[config.mk]
export PLATFORM = sky130hd
export DESIGN_NAME = stby_exit_ctrl
export DESIGN_NICKNAME = d
export VERILOG_FILES = /design/src/rtl/stby_pkg.sv /design/src/rtl/stby_sync2.sv /design/src/rtl/stby_wake_latch.sv /design/src/rtl/stby_settle_cnt.sv /design/src/rtl/stby_exit_ctrl.sv
export SDC_FILE = /design/constraint.sdc
export NUM_CORES = 1
export LEC_CHECK = 0
export BUFFER_PORTS_ARGS = -buffer_cell sky130_fd_sc_hd__buf_2
export CAP_MARGIN = 20
export CORE_MARGIN = 8
export CORE_UTILIZATION = 50
export DETAILED_ROUTE_END_ITERATION = 12
export HOLD_SLACK_MARGIN = 0.02
export PLACE_DENSITY = 0.72
export SLEW_MARGIN = 20
export SYNTH_ARGS = -nofsm -noshare
export SYNTH_HDL_FRONTEND = slang
export SYNTH_HIERARCHICAL = 1
export SYNTH_SLANG_ARGS = --single-unit
[constraint.sdc]
create_clock -name clk -period 3.07 [get_ports clk]
set_input_delay 0 -clock clk [delete_from_list [all_inputs] [get_ports clk]]
set_output_delay 0 -clock clk [all_outputs]
set_load 0.01 [all_outputs]
[src/rtl/stby_pkg.sv]
package stby_pkg;
  typedef enum logic [2:0] {
    ST_STANDBY       = 3'd0,
    ST_SETTLE_IRQ    = 3'd1,
    ST_SETTLE_RST    = 3'd2,
    ST_WAIT_RST_HIGH = 3'd3,
    ST_ACTIVE        = 3'd4
  } stby_state_e;
endpackage

[src/rtl/stby_sync2.sv]
module stby_sync2 #(
  parameter int          W    = 1,
  parameter logic [W-1:0] INIT = '0
) (
  input  logic         clk,
  input  logic         rst,
  input  logic [W-1:0] din,
  output logic [W-1:0] dout
);
  logic [W-1:0] meta_q;
  logic [W-1:0] sync_q;

  always_ff @(posedge clk) begin
    if (rst) begin
      meta_q <= INIT;
      sync_q <= INIT;
    end else begin
      meta_q <= din;
      sync_q <= meta_q;
    end
  end

  assign dout = sync_q;
endmodule

[src/rtl/stby_wake_latch.sv]
module stby_wake_latch #(
  parameter int N = 10
) (
  input  logic         clk,
  input  logic         rst,
  input  logic         capture,
  input  logic         clear,
  input  logic [N-1:0] src,
  output logic [N-1:0] pend
);
  // one sticky bit per source; clear wins over capture
  for (genvar i = 0; i < N; i++) begin : g_bit
    logic hold_q;
    always_ff @(posedge clk) begin
      if (rst || clear) hold_q <= 1'b0;
      else if (capture && src[i]) hold_q <= 1'b1;
    end
    assign pend[i] = hold_q;
  end
endmodule

[src/rtl/stby_settle_cnt.sv]
module stby_settle_cnt #(
  parameter int BASE_LOG2 = 13,
  localparam int CW = BASE_LOG2 + 5
) (
  input  logic       clk,
  input  logic       rst,
  input  logic       load,
  input  logic       run,
  input  logic [2:0] sel,
  output logic       zero
);
  localparam logic [CW-1:0] ONE = CW'(1);

  logic [2:0]    shift;
  logic [CW-1:0] len_m1;
  logic [CW-1:0] cnt_q;

  always_comb begin
    shift  = sel[2] ? 3'd4 : {1'b0, sel[1:0]};
    len_m1 = (ONE << (BASE_LOG2 + int'(shift))) - ONE;
  end

  always_ff @(posedge clk) begin
    if (rst) cnt_q <= '0;
    else if (load) cnt_q <= len_m1;
    else if (run && (cnt_q != '0)) cnt_q <= cnt_q - ONE;
  end

  assign zero = (cnt_q == '0);
endmodule

[src/rtl/stby_exit_ctrl.sv]
module stby_exit_ctrl
  import stby_pkg::*;
#(
  parameter int BASE_LOG2 = 13,
  parameter int N_IRQ     = 2,
  parameter int N_WKP     = 8
) (
  input  logic             clk,
  input  logic             rst,
  input  logic [N_IRQ-1:0] irq_pin,
  input  logic [N_WKP-1:0] wake_pin,
  input  logic             rst_n_pin,
  input  logic             irq_mask_g,
  input  logic [N_IRQ-1:0] irq_en,
  input  logic [N_WKP-1:0] wake_en,
  input  logic [2:0]       settle_sel,
  input  logic             med_speed_sel,
  input  logic             standby_req,
  output logic             osc_en,
  output logic             sysclk_en,
  output logic             standby_o,
  output logic             clk_ready_pulse,
  output logic             irq_entry_pulse,
  output logic             rst_entry_pulse,
  output logic             speed_medium
);
  localparam int N_SRC = N_IRQ + N_WKP;

  stby_state_e      state;
  logic [N_SRC-1:0] src_s;
  logic [N_SRC-1:0] pend;
  logic             rst_n_s;
  logic             accept;
  logic             cnt_load;
  logic             cnt_run;
  logic             cnt_zero;
  logic             pend_clr;

  stby_sync2 #(.W(N_SRC), .INIT('0)) u_src_sync (
    .clk(clk), .rst(rst), .din({wake_pin, irq_pin}), .dout(src_s)
  );

  stby_sync2 #(.W(1), .INIT(1'b1)) u_rst_sync (
    .clk(clk), .rst(rst), .din(rst_n_pin), .dout(rst_n_s)
  );

  stby_wake_latch #(.N(N_SRC)) u_pend (
    .clk(clk), .rst(rst),
    .capture(state == ST_STANDBY),
    .clear(pend_clr),
    .src(src_s),
    .pend(pend)
  );

  stby_settle_cnt #(.BASE_LOG2(BASE_LOG2)) u_cnt (
    .clk(clk), .rst(rst), .load(cnt_load), .run(cnt_run),
    .sel(settle_sel), .zero(cnt_zero)
  );

  always_comb begin
    accept   = !irq_mask_g && ((pend & {wake_en, irq_en}) != '0);
    cnt_load = ((state == ST_STANDBY) && (!rst_n_s || accept)) ||
               ((state == ST_SETTLE_IRQ) && !rst_n_s);
    cnt_run  = (state == ST_SETTLE_IRQ) || (state == ST_SETTLE_RST);
    pend_clr = ((state == ST_STANDBY) && cnt_load) ||
               ((state == ST_ACTIVE) && standby_req);
  end

  always_ff @(posedge clk) begin
    if (rst) begin
      state           <= ST_STANDBY;
      osc_en          <= 1'b0;
      sysclk_en       <= 1'b0;
      standby_o       <= 1'b1;
      clk_ready_pulse <= 1'b0;
      irq_entry_pulse <= 1'b0;
      rst_entry_pulse <= 1'b0;
      speed_medium    <= 1'b0;
    end else begin
      clk_ready_pulse <= 1'b0;
      irq_entry_pulse <= 1'b0;
      rst_entry_pulse <= 1'b0;
      unique case (state)
        ST_STANDBY: begin
          if (!rst_n_s) begin
            state     <= ST_SETTLE_RST;
            osc_en    <= 1'b1;
            sysclk_en <= 1'b1;
            standby_o <= 1'b0;
          end else if (accept) begin
            state     <= ST_SETTLE_IRQ;
            osc_en    <= 1'b1;
            standby_o <= 1'b0;
          end
        end
        ST_SETTLE_IRQ: begin
          if (!rst_n_s) begin
            state     <= ST_SETTLE_RST;
            sysclk_en <= 1'b1;
          end else if (cnt_zero) begin
            state           <= ST_ACTIVE;
            sysclk_en       <= 1'b1;
            clk_ready_pulse <= 1'b1;
            irq_entry_pulse <= 1'b1;
            speed_medium    <= med_speed_sel;
          end
        end
        ST_SETTLE_RST: begin
          if (cnt_zero) begin
            clk_ready_pulse <= 1'b1;
            if (rst_n_s) begin
              state           <= ST_ACTIVE;
              rst_entry_pulse <= 1'b1;
              speed_medium    <= 1'b0;
            end else begin
              state <= ST_WAIT_RST_HIGH;
            end
          end
        end
        ST_WAIT_RST_HIGH: begin
          if (rst_n_s) begin
            state           <= ST_ACTIVE;
            rst_entry_pulse <= 1'b1;
            speed_medium    <= 1'b0;
          end
        end
        ST_ACTIVE: begin
          if (standby_req) begin
            state     <= ST_STANDBY;
            osc_en    <= 1'b0;
            sysclk_en <= 1'b0;
            standby_o <= 1'b1;
          end
        end
        default: state <= ST_STANDBY;
      endcase
    end
  end
endmodule

# After elaboration in Yosys (flattened, before gate mapping)
# Cells that the tools add are included.
totals:
  output_inout_bits: 7
  register_bits: 60
  inputBits: 29
  wordCells: 112
classes:
  reduce_logical: 36
  n_eq_ne: 12
  shift: 1
  bitwise: 2
  n_addsub: 3
  muxes: 35
ops:
  columns: ["op", "count"]
  rows:
  - ["$mux W18", 2]
  - ["$sub A18 B1 Y18 const B", 2]
  - ["$shl A1 B32 Y18 const A", 1]
  - ["$mux W3", 9]
  - ["$logic_not A18 Y1", 1]
  - ["$reduce_bool A18 Y1", 1]
  - ["$mux W1", 17]
  - ["$logic_and A1 B1 Y1", 16]
  - ["$pmux W3 S5", 1]
  - ["$and A10 B10 Y10", 1]
  - ["$reduce_bool A10 Y1", 1]
  - ["$ne A2 B2 Y1 const B", 4]
  - ["$pmux W1 S2", 4]
  - ["$reduce_and A4 Y1", 2]
  - ["$eq A3 B2 Y1 const B", 2]
  - ["$ne A3 B3 Y1 const B", 2]
  - ["$pmux W1 S3", 2]
  - ["$reduce_bool A3 Y1", 2]
  - ["$add A4 B3 Y5 const A", 1]
  - ["$logic_or A1 B1 Y1", 5]
  - ["$reduce_and A5 Y1", 1]
  - ["$ne A2 B1 Y1 const B", 2]
  - ["$reduce_bool A2 Y1", 2]
  - ["$eq A3 B1 Y1 const B", 1]
  - ["other kinds (6)", 7]

# Depth between registers and ports, before layout
depth:
  ltp_word: 9
  ltp_mapped: 16
  depth_no_buf: 11

# Cells and area by module
# The synthesis kept the hierarchy.
by_module_without_submodules:
  columns: ["module", "cells_per_inst", "area_per_inst_um2", "n_inst"]
  rows:
  - ["stby_settle_cnt", 176, 1383.8, 1]
  - ["stby_sync2 (u_src_sync)", 42, 618.1, 1]
  - ["stby_exit_ctrl", 69, 599.3, 1]
  - ["stby_wake_latch", 43, 385.4, 1]
  - ["stby_sync2 (u_rst_sync)", 4, 52.6, 1]

# Least setup slack after synthesis
# OpenSTA, ideal clock, no wires.
synth_path:
  kind: "reg2reg"
  start: "reg u_pend.g_bit[6].hold_q"
  end: "reg u_cnt.cnt_q[14]"
  path_stages_with_launch: 17
  required_ns: 2.996
  n_path_buf: 5
  synth_period_minus_slack_ns: 3.236
  arrival_time_ns: 3.162
  setup_slack_ns: -0.166
  path_cell_list: "dfxtp_1 buf_4 a22o_1 a221oi_2 a41o_2 o32ai_1 buf_2 inv_1 clkbuf_1 buf_1 nand2_1 ha_1 clkbuf_1 o211ai_1 nor4_1 a211o_1 a31oi_1"
synth_between:
  elab_chain_cells: 7
  elab_cells_between_ends: 8
synth_lines:
  columns: ["item", "line", "rtl"]
  rows:
  - ["start: declaration", "stby_wake_latch.sv:13", "logic hold_q;"]
  - ["start signal: assignment", "stby_wake_latch.sv:15", "if (rst || clear) hold_q <= 1'b0;"]
  - ["start signal: assignment", "stby_wake_latch.sv:16", "else if (capture && src[i]) hold_q <= 1'b1;"]
  - ["$and A10 B10 Y10 (*)", "stby_exit_ctrl.sv:61", "accept = !irq_mask_g && ((pend & {wake_en, irq_en}) != '0);"]
  - ["$reduce_bool A10 Y1 (*)", "stby_exit_ctrl.sv:61", null]
  - ["$logic_and A1 B1 Y1 (*)", "stby_exit_ctrl.sv:61", null]
  - ["$logic_or A1 B1 Y1 (*)", "stby_exit_ctrl.sv:62", "cnt_load = ((state == ST_STANDBY) && (!rst_n_s || accept)) ||"]
  - ["$logic_and A1 B1 Y1 (*)", "stby_exit_ctrl.sv:62", null]
  - ["$logic_or A1 B1 Y1 (*)", "stby_exit_ctrl.sv:62", null]
  - ["named net cnt_load", "stby_exit_ctrl.sv:34", "logic cnt_load;"]
  - ["$mux W18 / $reduce_bool A2 Y1 (equally long branches)", null, null]
  - ["end signal: assignment", "stby_settle_cnt.sv:25", "else if (load) cnt_q <= len_m1;"]
  - ["end signal: assignment", "stby_settle_cnt.sv:26", "else if (run && (cnt_q != '0)) cnt_q <= cnt_q - ONE;"]
  - ["end: declaration", "stby_settle_cnt.sv:16", "logic [CW-1:0] cnt_q;"]
# Mark *: on every way through the listed nets, which the timed path passes. The rest lies on a longest branch.
# A chain may end at the register's enable or synchronous reset.

# Worst setup path in the final report
# Ends and elaborated chain as after synthesis.

==> flow_summary_export.csv <==
group,metric,value,unit
synth,synth_most_common_cell,"dfxtp_1",
job,drv_cap,0,
drt,wl_met1,2990,um
floorplan,initial_core_util,0.516,
cells_and_area,n_antenna_cell,0,
hold_path,worst_hold_path.endpoint,"speed_medium",
timing,fin_ws,0.461,ns
synth,synthArstFlopShare,0,
status,status,"completed",
timing,slew_viol_final,0,
cts,cts_tree,"done",
synth,yosysSeqAreaShare,0.395,
setup_path,ff2ff_path_depth,11,
hold_path,worstHoldStart,"med_speed_sel",
drt,wl_met3,394,um
synth,synth_cell_type_count,71,
drt,dr.pass1.iters,5,
synth,synth_commonest_cells,"dfxtp_1, nor2_1, a21oi_1",
synth,yosysTopAreaCellShare,0.395,
timing,finalSetupTns,0,ns
synth,syn_area,3040,um^2
drt,first_iter_violations,147,
cts,insertion_delay,0.34,ns
cells_and_area,drive_gt1_frac,0.250,
timing,finalClockSkew,0.00820,ns
setup_path,r2r_slack,0.46,ns
drt,dr_wl_met2,3190,um
cells_and_area,num-fill-cells,496,
placement,place_hpwl,4550,um
timing,hold_ws,0.0608,ns
setup_path,endpoint_kind,"flop",
setup_path,required,3.26,ns
synth,synthTopCellsByArea,"dfxtp_1, nor2b_2, nor2_1, a21oi_1, buf_6",
timing,fin_crit_sh,0.850,
timing,worst_slew_pin_slew,0.689,ns
cts,cts_inserted_buffers,9,
timing,rsz0062_at_grt,"false",
placement,port_buffers,35,
timing,clock.fmax,383,MHz
cells_and_area,nets,402,
synth,syn_inst,334,
timing,finalSetupViolations,0,
cts,clock_sinks,60,
floorplan,io_pins,36,
setup_path,timing.rr.start,"u_pend/g_bit[6].hold_q",
drt,antenna_left,0,
cts,clockBufferDepth,2,
floorplan,num_rows,28,
cells_and_area,syn_to_final_growth,15.2,%
drt,dr_total_vias,2564,
drt,top_layer_used,"met4",
global_routing,grt_pass1_wl,11500,um
cts,clk_pin_slew,0.07,ns
cts,ctsResizeCount,0,
setup_path,worstSetupPathType,"flop to flop",
synth,syn_avg_cell_area,9.10,um^2
floorplan,die_x,94.0,um
synth,synth_edf_count,0,
pwr,power.leakage,1.34,nW
drt,avgRoutedWirePerCell,14.8,um
global_routing,gr-total-overflow,0,
cts,h-tree-depth,3,
hold_path,hold_depth,3,
placement,placed_cell_area,3180,um^2
setup_path,crit_path_start_kind,"flop",
cells_and_area,fin_area,3500,um^2
pwr,ir_drop,0.657,mV
synth,synthFlopType,"dfxtp_1",
timing,slew_headroom,0.541,
placement,globalplace.congestion,0.894,
global_routing,grt_pass1_vias,2434,
synth,synth_warnings,6,
cts,cts-root-buf,"clkbuf_8",
drt,drc,0,
timing,fin_crit,2.61,ns
synth,yosysTopAreaCell,"dfxtp_1",
global_routing,grt_max_degree,31,
global_routing,track_usage,0.161,
floorplan,die_area,8830,um^2
pwr,power.density,938,nW/um^2
cells_and_area,final_util,0.595,
drt,via_per_inst,5.69,
drt,drt_wl_total,6680,um
floorplan,core_area,5890,um^2
setup_path,arrival,2.80,ns
synth,ys_ff_latch,60,
setup_path,reg2reg_to,"u_cnt/cnt_q[14]",
global_routing,antenna_found_initial,0,
floorplan,die_h,94.0,um
placement,dp_slack,0.494,ns
hold_path,hold_class,"input port to flop",
timing,hold_violations,0,
synth,synth_nets,365,
setup_path,crit_fanout,9,
cts,cts_setup_buffers,0,
==> flip-flops by register name (all words and copies together), names as in the netlist <==
signal	cells
u_rst_sync/meta_q	1
u_rst_sync/dout	1
standby_o	1
state	3
rst_entry_pulse	1
u_src_sync/dout	10
sysclk_en	1
irq_entry_pulse	1
u_cnt/cnt_q	18
osc_en	1
u_pend/g_bit.hold_q	10
u_src_sync/meta_q	10
clk_ready_pulse	1
speed_medium	1
==> placed cells by master, fill, tap and decap left out, drive strengths merged, types with 6 or more instances in the layout <==
| cell | instances |
|---|---|
| inv | 8 |
| a21oi | 22 |
| nand2 | 20 |
| nor3 | 10 |
| o22ai | 6 |
| clkbuf | 10 |
| nor2b | 23 |
| nor3b | 6 |
| a22oi | 7 |
| dfxtp | 60 |
| nor2 | 30 |
| dlygate4sd3 | 12 |
| buf | 44 |
| nor4 | 8 |
| a31oi | 10 |
| o21ai | 10 |
==> metal layers <==
metal / vias up / GRT usage
li1: 1288 / -
met1: 1197 / 0.199
met2: 66 / 0.257
met3: 13 / 0.0488
met4: 0 / 0.0555
met5: - / 0
==> cell type report <==
class | instances | area [um^2] | share of cell area
Timing Repair Buffer | 56 | 363 | 0.104
Tap cell | 75 | 93.8 | 0.0268
Inverter | 9 | 33.8 | 0.00965
Sequential cell | 60 | 1200 | 0.343
Clock buffer | 10 | 138 | 0.0393
Clock inverter | 6 | 63.8 | 0.0182
Multi-Input combinational cell | 235 | 1610 | 0.459
==> worst max path at each step <==
stage / end / slack, ns / startpoint / cells past startpoint
floorplan: u_cnt/cnt_q[14] / -0.006 / u_pend/g_bit[6].hold_q / 16
CTS: u_cnt/cnt_q[14] / 0.47 / u_pend/g_bit[6].hold_q / 11
global placement: u_cnt/cnt_q[14] / 0.57 / u_pend/g_bit[6].hold_q / 10
global route: u_cnt/cnt_q[14] / 0.22 / u_pend/g_bit[6].hold_q / 11
detailed placement: u_cnt/cnt_q[14] / 0.49 / u_pend/g_bit[6].hold_q / 11
finish: u_cnt/cnt_q[14] / 0.46 / u_pend/g_bit[6].hold_q / 11
==> cell families (layout without fill, tap and decap cells) <==
kind of cell / after synthesis / in the layout / synth area share
mux: 2 / 2 / 0.00659
compound gates: 95 / 95 / 0.230
simple gates: 130 / 130 / 0.263
xor+xnor: 6 / 6 / 0.0173
fa+ha+maj: 2 / 2 / 0.00823
buf+inv: 39 / 81 / 0.0799
flops: 60 / 60 / 0.395
==> worst max-delay path, cell delays in order (launching register included) <==
cell and delay (ns):
dfxtp_1 0.33, a22o_1 0.15, a221oi_2 0.04, a41o_2 0.33
o32ai_2 0.12, inv_1 0.13, nand2_1 0.09, ha_1 0.30
o211ai_1 0.24, nor4_1 0.46, a211o_1 0.20, a31oi_1 0.08
==> per-stage QoR <==
stage          total power, mW  std cells
2_1_floorplan             2.30        334
3_3_place_gp              2.52        423
3_5_place_dp              2.55        423
4_1_cts                   3.29        451
5_1_grt                   3.53        451
6_report                  3.29        451
==> power by group <==
part	switching, mW	internal [mW]
sequential	0.165	0.933
combinational	0.874	0.596
clock	0.323	0.395
==> what timing repair did <==
item,4_1_cts,5_1_grt
hold endpoints to repair,12,0
endpoints found under the setup margin,0,0
hold buffers,12,0
Power figures use the tool's default switching activity.
